$ cat src/rtl/pmw_pkg.sv
package pmw_pkg;
  localparam int unsigned CFG_IDX_W = 6;
  localparam int unsigned CFG_DW    = 32;
  localparam int unsigned CFG_LANES = CFG_DW / 8;

  localparam logic [CFG_IDX_W-1:0] IDX_GENCFG = 6'h10;
  localparam logic [CFG_IDX_W-1:0] IDX_PMBASE = 6'h12;

  // enable sits in byte offset 0x41 bit 7 -> dword bit 15
  localparam int unsigned EN_BIT = 15;

  function automatic logic [CFG_DW-1:0] lane_merge(
    input logic [CFG_DW-1:0]    cur,
    input logic [CFG_DW-1:0]    upd,
    input logic [CFG_LANES-1:0] be
  );
    logic [CFG_DW-1:0] res;
    for (int i = 0; i < CFG_LANES; i++)
      res[i*8 +: 8] = be[i] ? upd[i*8 +: 8] : cur[i*8 +: 8];
    return res;
  endfunction
endpackage

$ cat src/rtl/pmw_cfg_regs.sv
module pmw_cfg_regs
  import pmw_pkg::*;
#(
  parameter int unsigned IO_AW   = 16,
  parameter int unsigned WIN_LG2 = 7
) (
  input  logic                  clk,
  input  logic                  rst_n,
  input  logic                  cfg_wr,
  input  logic                  cfg_rd,
  input  logic [CFG_IDX_W-1:0]  cfg_idx,
  input  logic [CFG_LANES-1:0]  cfg_be,
  input  logic [CFG_DW-1:0]     cfg_wdata,
  output logic [CFG_DW-1:0]     cfg_rdata,
  output logic                  cfg_rvalid,
  output logic [IO_AW-WIN_LG2-1:0] base_o,
  output logic                  en_o
);
  localparam int unsigned BASE_W = IO_AW - WIN_LG2;
  localparam int unsigned GEN_W  = 16;

  logic [GEN_W-1:0]  gen_q;
  logic [BASE_W-1:0] base_q;
  logic [CFG_DW-1:0] gen_img, base_img, gen_new, base_new, rd_mux;

  always_comb begin
    gen_img  = '0;
    gen_img[GEN_W-1:0] = gen_q;
    base_img = '0;
    base_img[IO_AW-1:WIN_LG2] = base_q;
    base_img[0] = 1'b1;
    gen_new  = lane_merge(gen_img, cfg_wdata, cfg_be);
    base_new = lane_merge(base_img, cfg_wdata, cfg_be);
  end

  always_ff @(posedge clk or negedge rst_n) begin
    if (!rst_n) begin
      gen_q  <= '0;
      base_q <= '0;
    end else if (cfg_wr) begin
      if (cfg_idx == IDX_GENCFG) gen_q  <= gen_new[GEN_W-1:0];
      if (cfg_idx == IDX_PMBASE) base_q <= base_new[IO_AW-1:WIN_LG2];
    end
  end

  always_comb begin
    case (cfg_idx)
      IDX_GENCFG: rd_mux = gen_img;
      IDX_PMBASE: rd_mux = base_img;
      default:    rd_mux = '0;
    endcase
  end

  always_ff @(posedge clk or negedge rst_n) begin
    if (!rst_n) begin
      cfg_rdata  <= '0;
      cfg_rvalid <= 1'b0;
    end else begin
      cfg_rvalid <= cfg_rd;
      cfg_rdata  <= cfg_rd ? rd_mux : '0;
    end
  end

  assign base_o = base_q;
  assign en_o   = gen_q[EN_BIT];

  // low bits of the base read as 0...01
  p_base_low_r1: assert property (@(posedge clk) disable iff (!rst_n)
    (cfg_rd && cfg_idx == IDX_PMBASE) |=>
      (cfg_rdata[WIN_LG2-1:0] == {{(WIN_LG2-1){1'b0}}, 1'b1}));
  p_bit0_set_r2: assert property (@(posedge clk) disable iff (!rst_n)
    (cfg_rd && cfg_idx == IDX_PMBASE) |=> cfg_rdata[0]);
  // unimplemented offsets read zero, answer one cycle later
  p_unimpl_zero_r9: assert property (@(posedge clk) disable iff (!rst_n)
    (cfg_rd && cfg_idx != IDX_PMBASE && cfg_idx != IDX_GENCFG) |=>
      (cfg_rvalid && cfg_rdata == '0));
endmodule

$ cat src/rtl/pmw_addr_match.sv
module pmw_addr_match #(
  parameter int unsigned IO_AW   = 16,
  parameter int unsigned WIN_LG2 = 7
) (
  input  logic                     clk,
  input  logic                     rst_n,
  input  logic                     io_strobe,
  input  logic [IO_AW-1:0]         io_addr,
  input  logic [IO_AW-WIN_LG2-1:0] base_i,
  input  logic                     en_i,
  output logic                     hit_o,
  output logic [WIN_LG2-1:0]       off_o
);
  logic page_eq;

  assign page_eq = (io_addr[IO_AW-1:WIN_LG2] == base_i);
  assign hit_o   = io_strobe & en_i & page_eq;
  assign off_o   = hit_o ? io_addr[WIN_LG2-1:0] : '0;

  p_disabled_quiet_r4: assert property (@(posedge clk) disable iff (!rst_n)
    !en_i |-> !hit_o);
  p_idle_off_r8: assert property (@(posedge clk) disable iff (!rst_n)
    !hit_o |-> (off_o == '0));
  p_no_strobe_r8: assert property (@(posedge clk) disable iff (!rst_n)
    !io_strobe |-> !hit_o);
endmodule

$ cat src/rtl/pmw_window_decoder.sv
module pmw_window_decoder
  import pmw_pkg::*;
#(
  parameter int unsigned IO_AW   = 16,
  parameter int unsigned WIN_LG2 = 7
) (
  input  logic                 clk,
  input  logic                 rst_n,
  input  logic                 cfg_wr,
  input  logic                 cfg_rd,
  input  logic [5:0]           cfg_idx,
  input  logic [3:0]           cfg_be,
  input  logic [31:0]          cfg_wdata,
  output logic [31:0]          cfg_rdata,
  output logic                 cfg_rvalid,
  input  logic                 io_strobe,
  input  logic [IO_AW-1:0]     io_addr,
  output logic                 win_hit,
  output logic [WIN_LG2-1:0]   win_off
);
  logic [IO_AW-WIN_LG2-1:0] base;
  logic                     en;

  pmw_cfg_regs #(.IO_AW(IO_AW), .WIN_LG2(WIN_LG2)) u_regs (
    .clk(clk), .rst_n(rst_n), .cfg_wr(cfg_wr), .cfg_rd(cfg_rd),
    .cfg_idx(cfg_idx), .cfg_be(cfg_be), .cfg_wdata(cfg_wdata),
    .cfg_rdata(cfg_rdata), .cfg_rvalid(cfg_rvalid),
    .base_o(base), .en_o(en)
  );

  pmw_addr_match #(.IO_AW(IO_AW), .WIN_LG2(WIN_LG2)) u_match (
    .clk(clk), .rst_n(rst_n), .io_strobe(io_strobe), .io_addr(io_addr),
    .base_i(base), .en_i(en), .hit_o(win_hit), .off_o(win_off)
  );

  // clearing the enable silences the decode from the next cycle
  p_follow_disable_r6: assert property (@(posedge clk) disable iff (!rst_n)
    (cfg_wr && cfg_idx == IDX_GENCFG && cfg_be[1] && !cfg_wdata[EN_BIT]) |=> !win_hit);
  // a hit carries the low address bits as offset
  p_hit_offset_r3: assert property (@(posedge clk) disable iff (!rst_n)
    win_hit |-> (win_off == io_addr[WIN_LG2-1:0]));
endmodule

$ cat config.mk
export PLATFORM = sky130hd
export DESIGN_NAME = pmw_window_decoder
export DESIGN_NICKNAME = d
export VERILOG_FILES = /design/src/rtl/pmw_pkg.sv /design/src/rtl/pmw_cfg_regs.sv /design/src/rtl/pmw_addr_match.sv /design/src/rtl/pmw_window_decoder.sv
export SDC_FILE = /design/constraint.sdc
export NUM_CORES = 1
export LEC_CHECK = 0
export BUFFER_PORTS_ARGS = -buffer_cell sky130_fd_sc_hd__buf_2
export CAP_MARGIN = 20
export CORE_UTILIZATION = 46
export CTS_BUF_LIST = sky130_fd_sc_hd__clkbuf_4 sky130_fd_sc_hd__clkbuf_8
export DETAILED_ROUTE_END_ITERATION = 8
export GPL_TIMING_DRIVEN = 0
export PLACE_DENSITY = 0.82
export SYNTH_ARGS = -nofsm -noshare
export SYNTH_HDL_FRONTEND = slang
export SYNTH_SLANG_ARGS = --single-unit
export TNS_END_PERCENT = 100
$ cat constraint.sdc
create_clock -name clk -period 1.9 [get_ports clk]
set_input_delay 0.19 -clock clk [delete_from_list [all_inputs] [get_ports clk]]
set_output_delay 0.19 -clock clk [all_outputs]
set_load 0.1 [all_outputs]
==> impl_results.md <==
* Count of flip-flops with a built-in enable after synthesis at 0
* Grt ovf at 0
* YS warnings at 0
* Pins Over Slew Limit at 0
* Crit path max fanout at 8
* Net Sw Frac at 30.03%
* Initial antenna violation count at 0
* Die Ht at 67.39 um
* Asr flop ratio synth at 100.0%
* Clock-pin slew on the worst setup and hold paths at 0.07 ns
* Failing checks: setup timing
* Count of final setup violators at 8
* First-pass GRT wire length at 6651 um
* RSZ-0062 raised after global routing: true
* Net Switching at 0.5848 mW
* Vias at 1418
* Post-route ant nets at 0
* Syn_area_per_cell at 12.86 um2
* Outcome: finished, violations left
* Fmax at 467.4 MHz
* I/O Buffers at 69
* Clock tree from TritonCTS: built
* CP Cell Sequence: xor2_1, or4_4, nor3_4, buf_12
* Final min period at 2.139 ns
* Global router's overall resource usage at 21.06%
* Row count at 23
* Proportion of layout cells with a drive suffix above 1 at 56.10%
* Crit path largest cell delay at 0.62 ns
* Fin Setup TNS at -1.582 ns
* Dominant synthesized flop cell: dfrtp_1
* Commonest cells after routing, fill and taps aside: 63 x buf_2, 42 x dfrtp_1, 19 x buf_4, 17 x mux2_2, 16 x conb_1
* Power Dens Cells at 702.7 nW/um2
* DRT Pass-1 Iters at 4
* Die Width at 67.39 um
* CTS max path bufs at 2
* Clock sinks at 42
* Max-Cap Viols at 0
* Max_slew headroom at 38.70%
* Die area at 4541 um2
* Mapped Cells at 153
* Buf/Inv on CP at 1
* Most common cell after layout, fill and taps aside: buf_2
* VDD IR max at 0.4552 mV
* Detailed Route Iter0 Violations at 29
* DP Wirelength at 2921 um
* P_int at 1.363 mW
* Post-layout nets at 310
* Finished Cell Area at 2771 um2
* Worst Setup Start Kind: flop
* GPL Wtd Cong at 0.7977
* Delay-heaviest family, CP: simple AND/OR/NAND/NOR gates
* Placed inst area at 2522 um2
* CTS Root Cell: clkbuf_8
* Number of library cell types mapped by synthesis at 25
* Sequential area share after synthesis at 53.44%
* Setup ws final at -0.2393 ns
* DRC violations left at 0
* Layout area overhead at 40.90%
* Pin count of the biggest net entering global routing at 43
* Fin crit share at 112.6%
* Htree depth at 2
* CTS Buf Count at 5
* WS Path Type: flop to primary output
* WL final at 4365 um
* Sequential power share at 49.9%
* Comb power frac at 21.1%
* Number of synthesized register bits at 42
* CP max-delay cell: or4_4
* Area of the core at 4058 um2
* Initial core utilization at 48.47%
* Fin. Hold Viols at 0
* # diodes at 0
* Vias in the first global route at 1363
* WP data required at 1.71 ns
* IO Pins at 104
* Clk_skew at 0.003831 ns
* Post-Syn Area at 1967 um2
* Clock Power Share at 29.0%
* Critical path arrival at 1.95 ns
* Clk Latency, worst-skew pair at 0.29 ns
* Hold/Removal Path Class: input port to async pin
* Leak at 1.527 nW
* WL per Instance at 14.75 um
* Slew at the pin closest to its max-slew limit at 0.9195 ns
* Critical Path End Type: primary output
* Via density per instance at 4.791
==> what timing repair did <==
item                                    4_1_cts  5_1_grt
endpoints found under the hold margin         1        0
pin swaps                                     1        1
hold buffers                                  1        0
endpoints found under the setup margin        8        8
gates resized for setup                      38        0
buffers inserted                              3        0
gates cloned                                  0        0
==> cell usage after synthesis (2+ instances only) <==
cell type  count  area, um2
buf_4         16      120.1
mux2_2        17      191.4
nor3b_1        6      45.04
mux2i_1        9      90.09
nand3_1        7      35.03
mux2_4         8      120.1
nor2_1        11      41.29
buf_2          2      10.01
xnor2_1        6      52.55
xor2_1         3      26.28
nand2_1        4      15.01
dfrtp_1       42       1051
nor3_1         8      40.04
clkbuf_1       3      11.26
==> final timing paths <==
path / startpoint / to / slack [ns] / cells after the start
max in group asynchronous: rst_n / u_regs.cfg_rdata[0] / 1.31 / 1
max: u_regs.base_o[1] / win_off[3] / -0.24 / 4
max reg2reg: u_regs.base_o[1] / u_regs.base_o[1] / 0.98 / 2
min: rst_n / u_regs.base_o[4] / 0.03 / 1
min in group clk: cfg_wdata[4] / u_regs.gen_q[4] / 0.13 / 2
min reg2reg: u_regs.gen_q[0] / u_regs.cfg_rdata[0] / 0.50 / 2
==> per-stage QoR <==
| stage | std cells | util (%) | setup slack [ns] | hold slack [ns] | power (mW) |
|---|---|---|---|---|---|
| CTS | 297 | 68.92 | -0.2241 | 0.05580 | 1.965 |
| floorplan | 168 | - | -0.4694 | -0.1056 | 1.285 |
| finish | 296 | 68.30 | -0.2393 | 0.03301 | 1.948 |
| global route | 296 | 68.30 | -0.3036 | 0.09462 | 2.030 |
| global placement | 287 | 62.16 | -0.3872 | 0.3116 | 1.372 |
| detailed placement | 287 | 62.16 | -0.4370 | 0.3128 | 1.382 |
==> state kept, by name, summed over array words and instances, names as in the netlist <==
name and count:
u_regs.cfg_rdata 16, u_regs.gen_q 16, u_regs.base_o 9, u_regs.cfg_rvalid 1
==> layout make-up <==
class                   instances  area (um2)
repair buffers                 73       498.0
well taps                      50       62.56
multi-input cells             103       923.4
plain buffers                  22       153.9
flip-flops and latches         42        1051
fillers                       296        1286
clock buffers                   6       82.58
==> layer usage <==
layer / wire length [um] / GRT usage [%]
met5: 0 / 0
met4: 42 / 7.979
met3: 210 / 5.405
met2: 2294 / 36.25
met1: 1818 / 25.14
==> cells by family (layout without fill, tap and decap cells) <==
logic type / Yosys count / in the layout / synth area share, %
simple gates: 44 / 44 / 13.93
flops: 42 / 42 / 53.44
mux: 34 / 34 / 20.42
buf+inv: 23 / 101 / 8.015
xor+xnor: 9 / 9 / 4.008
other cells: 1 / 16 / 0.1907
==> worst reg2reg max path: stages, from the launching register on <==
cell     delay, ns
dfrtp_1       0.41
buf_4         0.15
mux2_2        0.25
==> power by group through the flow <==
stage / logic [mW] / registers, mW / clock network [mW]
after global placement: 0.388 / 0.984 / 0
final: 0.412 / 0.972 / 0.564
after global routing: 0.438 / 0.976 / 0.616
after CTS: 0.412 / 0.970 / 0.583
after floorplan: 0.295 / 0.991 / 0
after detailed placement: 0.395 / 0.987 / 0
(Power assumes the default switching activity.)
